**src/rtl/dmod_pkg.sv**
```systemverilog
package dmod_pkg;

  typedef struct packed {
    logic stepUp;
    logic stepDown;
    logic loadPeak;
    logic advPhase;
  } dmodStrobe_t;

  // Offset sine level for table slot idx, rounded to nearest integer
  function automatic int sineLevel(int idx, int depth, int width);
    real half;
    real v;
    half = ((2.0 ** width) - 1.0) / 2.0;
    v = half + half * $sin(2.0 * 3.14159265358979 * real'(idx) / real'(depth));
    return int'($floor(v + 0.5));
  endfunction

endpackage

```
**src/rtl/dmod_ctrl.sv**
```systemverilog
module dmod_ctrl
  import dmod_pkg::*;
#(
  parameter int CNT_W       = 4,
  parameter int STEP_CYCLES = 7812
) (
  input  logic             clk,
  input  logic             rst,
  input  logic             enable,
  input  logic [CNT_W-1:0] peakIn,
  input  logic [CNT_W-1:0] carrier,
  input  logic [CNT_W-1:0] peakActive,
  output dmodStrobe_t      strobe,
  output logic [CNT_W-1:0] loadValue
);

  localparam int TMR_W = $clog2(STEP_CYCLES + 1);
  localparam logic [TMR_W-1:0] TMR_LAST = TMR_W'(STEP_CYCLES - 1);
  localparam logic [CNT_W-1:0] ONE = CNT_W'(1);

  logic             dirUp;
  logic [TMR_W-1:0] timer;
  logic [CNT_W-1:0] effPeak;
  logic             atZero;

  always_comb begin
    atZero    = (carrier == '0);
    loadValue = (peakIn == '0) ? ONE : peakIn;
    effPeak   = atZero ? loadValue : peakActive;
    strobe          = '0;
    strobe.stepUp   = enable && dirUp;
    strobe.stepDown = enable && !dirUp;
    strobe.loadPeak = enable && atZero;
    strobe.advPhase = enable && (timer == TMR_LAST);
  end

  always_ff @(posedge clk) begin
    if (rst) begin
      dirUp <= 1'b1;
      timer <= '0;
    end else if (enable) begin
      timer <= (timer == TMR_LAST) ? '0 : timer + TMR_W'(1);
      if (dirUp && (carrier + ONE == effPeak))
        dirUp <= 1'b0;
      else if (!dirUp && (carrier == ONE))
        dirUp <= 1'b1;
    end
  end

  // at the bottom of the triangle the counter must be heading up
  assert_dir_at_zero_R2: assert property (@(posedge clk) disable iff (rst)
    (carrier == '0) |-> dirUp);

  // at the top of the triangle the counter must be heading down
  assert_dir_at_peak_R2: assert property (@(posedge clk) disable iff (rst)
    (carrier == peakActive && carrier != '0) |-> !dirUp);

  // divider never leaves its range
  assert_timer_range_R6: assert property (@(posedge clk) disable iff (rst)
    timer <= TMR_LAST);

endmodule

```
**src/rtl/dmod_datapath.sv**
```systemverilog
module dmod_datapath
  import dmod_pkg::*;
#(
  parameter int CNT_W = 4,
  parameter int DEPTH = 64
) (
  input  logic             clk,
  input  logic             rst,
  input  dmodStrobe_t      strobe,
  input  logic [CNT_W-1:0] loadValue,
  output logic [CNT_W-1:0] carrier,
  output logic [CNT_W-1:0] peakActive,
  output logic             modOut
);

  localparam int ADDR_W = (DEPTH > 1) ? $clog2(DEPTH) : 1;
  localparam logic [ADDR_W-1:0] ADDR_LAST = ADDR_W'(DEPTH - 1);
  localparam logic [CNT_W-1:0] ONE = CNT_W'(1);

  logic [CNT_W-1:0]  sineTab [DEPTH];
  logic [ADDR_W-1:0] phase;
  logic [CNT_W-1:0]  sineNow;

  for (genvar g = 0; g < DEPTH; g++) begin : g_rom
    assign sineTab[g] = CNT_W'(sineLevel(g, DEPTH, CNT_W));
  end

  assign sineNow = sineTab[phase];

  always_ff @(posedge clk) begin
    if (rst) begin
      carrier    <= '0;
      peakActive <= '1;
      phase      <= '0;
      modOut     <= 1'b0;
    end else begin
      modOut <= (sineNow >= carrier);
      if (strobe.loadPeak) peakActive <= loadValue;
      if (strobe.stepUp)        carrier <= carrier + ONE;
      else if (strobe.stepDown) carrier <= carrier - ONE;
      if (strobe.advPhase)
        phase <= (phase == ADDR_LAST) ? '0 : phase + ADDR_W'(1);
    end
  end

  // carrier never exceeds the active peak
  assert_carrier_range_R2: assert property (@(posedge clk) disable iff (rst)
    carrier <= peakActive);

  // peak stays put while the triangle is away from zero
  assert_peak_hold_R3: assert property (@(posedge clk) disable iff (rst)
    (carrier != '0) |=> $stable(peakActive));

  // with no strobes, all state holds
  assert_freeze_R8: assert property (@(posedge clk) disable iff (rst)
    (strobe == '0) |=> ($stable(carrier) && $stable(phase) && $stable(peakActive)));

  // a step strobe moves the carrier, never leaving it unchanged
  assert_moves_R2: assert property (@(posedge clk) disable iff (rst)
    (strobe.stepUp || strobe.stepDown) |=> !$stable(carrier));

endmodule

```
**src/rtl/triangle_delta_mod.sv**
```systemverilog
module triangle_delta_mod
  import dmod_pkg::*;
#(
  parameter int CNT_W       = 4,
  parameter int DEPTH       = 64,
  parameter int STEP_CYCLES = 7812
) (
  input  logic             clk,
  input  logic             rst,
  input  logic             enable,
  input  logic [CNT_W-1:0] peakIn,
  output logic             modOut
);

  dmodStrobe_t      strobe;
  logic [CNT_W-1:0] loadValue;
  logic [CNT_W-1:0] carrier;
  logic [CNT_W-1:0] peakActive;

  dmod_ctrl #(.CNT_W(CNT_W), .STEP_CYCLES(STEP_CYCLES)) u_ctrl (
    .clk        (clk),
    .rst        (rst),
    .enable     (enable),
    .peakIn     (peakIn),
    .carrier    (carrier),
    .peakActive (peakActive),
    .strobe     (strobe),
    .loadValue  (loadValue)
  );

  dmod_datapath #(.CNT_W(CNT_W), .DEPTH(DEPTH)) u_dp (
    .clk        (clk),
    .rst        (rst),
    .strobe     (strobe),
    .loadValue  (loadValue),
    .carrier    (carrier),
    .peakActive (peakActive),
    .modOut     (modOut)
  );

  // output low on the clock after reset
  assert_reset_out_R1: assert property (@(posedge clk)
    rst |=> !modOut);

endmodule

```
**config.mk**
```make
export PLATFORM = sky130hd
export DESIGN_NAME = triangle_delta_mod
export DESIGN_NICKNAME = d
export VERILOG_FILES = /design/src/rtl/dmod_pkg.sv /design/src/rtl/dmod_ctrl.sv /design/src/rtl/dmod_datapath.sv /design/src/rtl/triangle_delta_mod.sv
export SDC_FILE = /design/constraint.sdc
export NUM_CORES = 1
export LEC_CHECK = 0
export ABC_AREA = 0
export BUFFER_PORTS_ARGS = -buffer_cell sky130_fd_sc_hd__buf_2
export CAP_MARGIN = 40
export CORE_MARGIN = 2
export CORE_UTILIZATION = 50
export CTS_CLUSTER_DIAMETER = 50
export CTS_CLUSTER_SIZE = 20
export DETAILED_ROUTE_END_ITERATION = 7
export PLACE_DENSITY = 0.69
export SYNTH_ARGS = -nofsm -noshare
export SYNTH_HDL_FRONTEND = slang
export SYNTH_SLANG_ARGS = --single-unit
```
**constraint.sdc**
```tcl
create_clock -name clk -period 7.9 [get_ports clk]
set_clock_uncertainty 0.15 [all_clocks]
set_input_delay 1.185 -clock clk [delete_from_list [all_inputs] [get_ports clk]]
set_output_delay 1.185 -clock clk [all_outputs]
set_load 0.005 [all_outputs]
```
==> out/results.ini, run 1 <==
[detailed_routing]
num_vias = 1557
postRouteAntennaNets = 0
drc = 0
drtPass1Iterations = 4
via_per_inst = 5.39
wl_um = 3550
drtIter0Drc = 77
routedWlPerCell_um = 12.3

[global_routing]
grt_pass1_vias = 1474
grt_max_degree = 20
grt_first_pass_wirelength_um = 6490
antenna_found_initial = 0
track_usage_pct = 18.8
overflow = 0

[hold_path]
hold_path_class = reg2reg

[synthesis]
synth_largest_area_cell = dfxtp_1
async_reset_ff_share_pct = 0
yosys_warnings = 0
synth_seq_cells = 29
synth_nets = 267
netlist.area_leader.share_pct = 29.4
yosys-top-cells-count = nor2_1 (37), dfxtp_1 (29), ha_1 (21)
ys_types = 41
synthMostInstantiatedCell = nor2_1
synth_enable_flop_cells = 0
syn_area_per_cell_um2 = 8.26
synth-main-ff-cell = dfxtp_1
ys_seq_area_share_pct = 29.4
netlist_area_um2 = 1970
synthTopCellsByArea = dfxtp_1 (29%), ha_1 (13%), xnor2_1 (7.1%), nor2_1 (7.0%), a21oi_1 (3.5%)
syn_inst = 239

[cts]
cts_tree = built
cts_max_path_buffers = 2
cts_max_level = 2
clock_latency_ps = 280
cts_resized = 0
clockRootBuffer = clkbuf_8
cts_setup_buffers = 0
hold_buffers = 0
cts_buffers = 5
cts.sinks = 29
clkTransAtPathRegs_ps = 70

[timing]
tightest_slew_ps = 600
setup_tns_ps = 0
setup_ws_ps = 4670
fmax_ghz = 0.309
timing.slew.headroom_pct = 59.9
setup_viol = 0
hold_violations = 0
grt_setup_unrepaired = no
slew_violations = 0
fin_crit_ps = 3230
period_share_pct = 40.9
whs_ps = 316

[floorplanning]
rows = 22
initial_utilization_pct = 53.1
chipHeight_um = 66.8
ios = 8
die-width_um = 66.8
die_area_um2 = 4470
core_region_area_um2 = 3720

[worst_setup_path]
crit_required_ps = 7910
cpMaxStageDelayCell = dfxtp_1
crit_path_cell_trace = inv_1, ha_1, nor2_1, a21oi_1, mux2_2, mux4_2, ha_1, nand2b_1, a21o_1, a21o_1, a21oi_1, nor2_1
cp-end-kind = register
setup.worst_path.start_class = register
cp.arrival_ps = 3240
criticalPathCategory = reg2reg
cp_max_fo = 12
max_stage_delay_ps = 560

[placed_design]
dp_hpwl_um = 2540
dp_slack_ps = 4690
portBuffers = 7
place_congestion = 0.893
dp_cells = 281

[power_and_ir_drop]
clkPwrFrac_pct = 37.6
switching_share_pct = 27.2
combPwrFrac_pct = 13.4
peakVddDrop_mv = 0.0823
internal_power_uw = 235
seq_power_share_pct = 49.0
powerDensity_nw_per_um2 = 154
switching_power_uw = 87.7
p_leak_nw = 0.804

[cells_and_area]
n_fill_cell = 349
synthToLayoutAreaGrowth_pct = 6.34
num_antenna_cells = 0
drive_above_1_share_pct = 9.54
finalNonFillerCells = 289
fin_nets = 268

[run]
maxCapViolCount = 0

[status]
status = complete, no violations

[power by group through the flow]
stage	Sequential, mW	Combinational [mW]	Clock [mW]
4_1_cts	0.158	0.0438	0.125
5_1_grt	0.159	0.0494	0.129
3_3_place_gp	0.161	0.0429	0
2_1_floorplan	0.159	0.0367	0
6_report	0.158	0.0432	0.121
3_5_place_dp	0.161	0.0436	0
[sequential cells by signal, summed over array words and instances, names as in the netlist]
register and flops:
u_dp.phase 6, u_ctrl.dirUp 1, u_dp.modOut 1, u_dp.peakActive 4, u_dp.carrier 4, u_ctrl.timer 13
[layout by cell type, fill, tap and decap left out, types with 3 or more instances in the layout]
cell | netlist | layout
nor2_1 | 37 | 37
mux2i_1 | 5 | 5
or3_1 | 4 | 4
and3_1 | 5 | 5
nand4_1 | 4 | 4
dfxtp_1 | 29 | 29
nand2b_1 | 3 | 3
a21o_1 | 3 | 3
clkbuf_8 | 0 | 5
buf_2 | 5 | 7
o21ai_0 | 10 | 10
xnor2_1 | 16 | 16
xor2_1 | 4 | 4
ha_1 | 21 | 21
inv_1 | 11 | 11
nand3_1 | 8 | 8
nand2_1 | 16 | 16
a211o_1 | 4 | 4
a21oi_1 | 14 | 14
nor3_1 | 3 | 3
[worst max-delay path, delay by kind of cell (launching register included)]
kind | cells | cell delay, ps
muxes | 2 | 730
buffers and inverters | 1 | 200
adders and majority gates | 2 | 630
DFF | 1 | 560
and+or+nand+nor | 3 | 320
AOI/OAI and AO/OA | 4 | 510
[kinds of logic (layout without fill, tap and decap cells)]
group,Yosys count,after routing,share of synthesized area (%)
compound gates,40,40,12.4
simple gates,96,96,25.1
xor+xnor,20,20,8.87
buf+inv,24,26,4.94
fa+ha+maj,21,21,13.3
mux,9,9,5.96
flops,29,29,29.4
[stage by stage]
stage	utilization, %	power, mW	instance area (um^2)
after floorplan	-	0.196	1970
after global placement	54.2	0.204	2010
after detailed placement	54.2	0.205	2010
after CTS	56.5	0.326	2100
after global routing	56.5	0.337	2100
final	56.5	0.323	2100
[path summary, 6_finish.rpt]
kind | from | endpoint | slack [ps] | depth (start not counted)
worst min register to register | u_dp.peakActive[0]$_SDFFE_PP1P_ | u_dp.peakActive[0]$_SDFFE_PP1P_ | 320 | 1
worst max register to register | u_dp.phase[1]$_SDFFE_PP0P_ | u_dp.modOut$_SDFF_PP0_ | 4670 | 12
worst min-delay path | u_dp.peakActive[0]$_SDFFE_PP1P_ | u_dp.peakActive[0]$_SDFFE_PP1P_ | 320 | 1
worst max-delay path | u_dp.phase[1]$_SDFFE_PP0P_ | u_dp.modOut$_SDFF_PP0_ | 4670 | 12
[cell type report]
cell class              instances  area, um^2  area share [%]
well taps                      48        60.1            2.86
inverters                      11        41.3            1.97
multi-input cells             186        1300            61.7
clock buffers                   5        68.8            3.28
repair buffers                  7        35.0            1.67
flip-flops and latches         29         581            27.7
clock inverters                 3        17.5           0.834
[routing by layer]
metal  part of all wire, %  wire, um  track usage, %
met1                    51      1810            24.2
met2                    44      1570            31.1
met3                   3.5       125            4.56
met4                   1.1        40            5.36
met5                     0         0               0
(Power assumes the default switching activity.)
==> run 2, diff against run 1 <==
Settings changed: PLACE_DENSITY 0.69 to 0.71.
Clock period 7.9 ns to 2.6 ns, I/O delays scaled along.
==> run 2 against run 1 <==
The run now ends with setup timing left; count of clock-buffer cells in the layout stayed put; via count is 3.8% higher; non-clock buffer count is 14 higher; worst setup slack lost 4700 ps; clock power grew to 3.0 times the previous value; sequential cell count is the same; critical path depth stayed put; combinational power grew to 3.2 times the previous value; sequential power rose to 3.0 times the previous value; first-iteration DRC count grew 13%; final cell count grew 4.8%.
==> out/results.ini, run 2 (synthesis gave the netlist of run 1 again) <==
[power_and_ir_drop]
p_leak_nw = 0.895  ; +11%
power_uw = 978  ; +200%
powerDensity_nw_per_um2 = 425  ; +180%
switching_share_pct = 26.8  ; -0.36 points
combPwrFrac_pct = 14.1  ; +0.7 points
internal_power_uw = 715  ; +200%
switching_power_uw = 262  ; +200%
seq_power_share_pct = 49.0  ; about the same
clkPwrFrac_pct = 37.0  ; -0.6 points
peakVddDrop_mv = 0.204  ; +150%

[detailed_routing]
wl_um = 3810  ; +7.4%
routedWlPerCell_um = 12.6  ; +2.5%
num_vias = 1616  ; +3.8%
drtIter0Drc = 87  ; +13%
drc = 0  ; unchanged
via_per_inst = 5.33  ; -1.0%
postRouteAntennaNets = 0  ; unchanged
drtPass1Iterations = 4  ; unchanged

[floorplanning]
die-width_um = 66.8  ; unchanged
chipHeight_um = 66.8  ; unchanged
initial_utilization_pct = 53.1  ; unchanged
rows = 22  ; unchanged
core_region_area_um2 = 3720  ; unchanged
ios = 8  ; unchanged
die_area_um2 = 4470  ; unchanged

[cts]
cts.sinks = 29  ; unchanged
cts_tree = built
cts_max_path_buffers = 2  ; unchanged
clkTransAtPathRegs_ps = 70  ; about the same
clock_latency_ps = 270  ; about the same
hold_buffers = 0  ; unchanged
cts_buffers = 5  ; unchanged
cts_max_level = 2  ; unchanged
clockRootBuffer = clkbuf_8

[global_routing]
overflow = 0  ; unchanged
antenna_found_initial = 0  ; unchanged
grt_pass1_vias = 1474  ; unchanged
grt_max_degree = 19  ; -5.0%
track_usage_pct = 19.2  ; +0.35 points
grt_first_pass_wirelength_um = 6510  ; +0.22%

[placed_design]
dp_hpwl_um = 2750  ; +8.4%
dp_slack_ps = -161  ; -4860 ps
place_congestion = 0.824  ; -7.7%
dp_cells = 294  ; +4.6%
portBuffers = 7  ; unchanged
place_area_um2 = 2130  ; +5.8%

[cells_and_area]
synthToLayoutAreaGrowth_pct = 16.4
utilization_pct = 61.9  ; +5.4 points
largest_reg_flops = 13  ; unchanged
multi_input_area_um2 = 1380  ; +6.1%
top_register = u_ctrl.timer
register_area_um2 = 588  ; +1.3%
largestRegisters = u_ctrl.timer (13), u_dp.phase (6)
final_common_cell = nor2_1
postLayoutCellArea_um2 = 2300  ; +9.5%
num_antenna_cells = 0  ; unchanged
n_fill_cell = 347  ; -0.57%
finalNonFillerCells = 303  ; +4.8%
fin_nets = 282  ; +5.2%
final_cell_mix = nor2_1 (36), dfxtp_1 (27), nand2_1 (16), xnor2_1 (16), ha_1 (16)
drive_above_1_share_pct = 19.6  ; +10 points

[timing]
timing.slew.headroom_pct = 68.6  ; +8.6 points
hold_violations = 0  ; unchanged
fmax_ghz = 0.381  ; +23%
fin_crit_ps = 2620  ; -610 ps
setup_ws_ps = -22.2  ; -4690 ps
slew_violations = 0  ; unchanged
setup_viol = 1  ; +1
whs_ps = 306  ; -10.4 ps
grt_setup_unrepaired = yes
setup_tns_ps = -22.2  ; -22.2 ps
tightest_slew_ps = 470  ; -131 ps
period_share_pct = 101  ; +60 points

[hold_path]
hold_path_class = in2reg

[worst_setup_path]
rr_worst_depth = 12  ; unchanged
cp.arrival_ps = 2630  ; -610 ps
r2r_slack_ps = -20  ; -4690 ps
cp_max_fo = 4  ; -8
cp.depth = 12  ; unchanged
startpoint = u_dp.phase[1]$_SDFFE_PP0P_
reg2reg_to = u_dp.modOut$_SDFF_PP0_
setup.worst_path.start_class = register
crit_path_end = u_dp.modOut$_SDFF_PP0_
criticalPathCategory = reg2reg
timing.rr.start = u_dp.phase[1]$_SDFFE_PP0P_
cp.buffers_inverters = 1  ; unchanged
crit_path_cell_trace = inv_6, ha_4, nor2_4, a21oi_2, mux2_4, mux4_2, ha_4, nand2b_4, a21o_1, a21o_1, a21oi_2, nor2_1
path_delay_family = multiplexers
cp-end-kind = register
cpMaxStageDelayCell = mux4_2
crit_required_ps = 2610  ; -5300 ps
max_stage_delay_ps = 490  ; -70 ps

[status]
status = complete, but fails checks
violations = setup timing

[run]
maxCapViolCount = 0  ; unchanged

## run 2: how the worst min path moves through the flow
stage | from | to | slack [ps] | cells after the start
finish | peakIn[0] | u_dp.peakActive[0]$_SDFFE_PP1P_ | 310 | 4
global route | peakIn[3] | u_dp.peakActive[3]$_SDFFE_PP1P_ | 330 | 3
CTS | peakIn[0] | u_dp.peakActive[0]$_SDFFE_PP1P_ | 310 | 4
detailed placement | u_dp.peakActive[1]$_SDFFE_PP1P_ | u_dp.peakActive[1]$_SDFFE_PP1P_ | 300 | 1
global placement | u_dp.peakActive[1]$_SDFFE_PP1P_ | u_dp.peakActive[1]$_SDFFE_PP1P_ | 300 | 1
floorplan | u_dp.peakActive[1]$_SDFFE_PP1P_ | u_dp.peakActive[1]$_SDFFE_PP1P_ | 280 | 1
## run 2: final cells by class
cell class / instances / share of cell area (%)
Inverter: 11 / 2.12
Clock buffer: 5 / 2.99
Multi-Input combinational cell: 186 / 59.8
Clock inverter: 3 / 0.762
Timing Repair Buffer: 21 / 6.10
Tap cell: 48 / 2.61
Sequential cell: 29 / 25.6
## run 2: timing repair
action	4_1_cts	5_1_grt
setup buffers	1	0
setup endpoints to repair	1	1
pin swaps	6	3
resized for setup	13	3
## run 2: per-layer routing
| metal | track usage (%) | vias to the layer above | part of all wire, % |
|---|---|---|---|
| met4 | 6.12 | 0 | 1.2 |
| met1 | 23.1 | 744 | 49 |
| li1 | - | 854 | - |
| met3 | 5.57 | 4 | 2.2 |
| met5 | 0 | - | 0 |
| met2 | 32.6 | 14 | 47 |
## run 2: power by group through the flow
| stage | clock network, mW | logic, mW | registers [mW] |
|---|---|---|---|
| 5_1_grt | 0.404 | 0.153 | 0.481 |
| 3_3_place_gp | 0 | 0.130 | 0.490 |
| 2_1_floorplan | 0 | 0.112 | 0.484 |
| 4_1_cts | 0.377 | 0.138 | 0.478 |
| 6_report | 0.361 | 0.138 | 0.479 |
| 3_5_place_dp | 0 | 0.133 | 0.490 |
## run 2: tightest hold or removal path: cells and delay by family
family	cells	cell delay (ps)
AOI/OAI and AO/OA	1	100
and+or+nand+nor	2	130
buffers and inverters	1	90
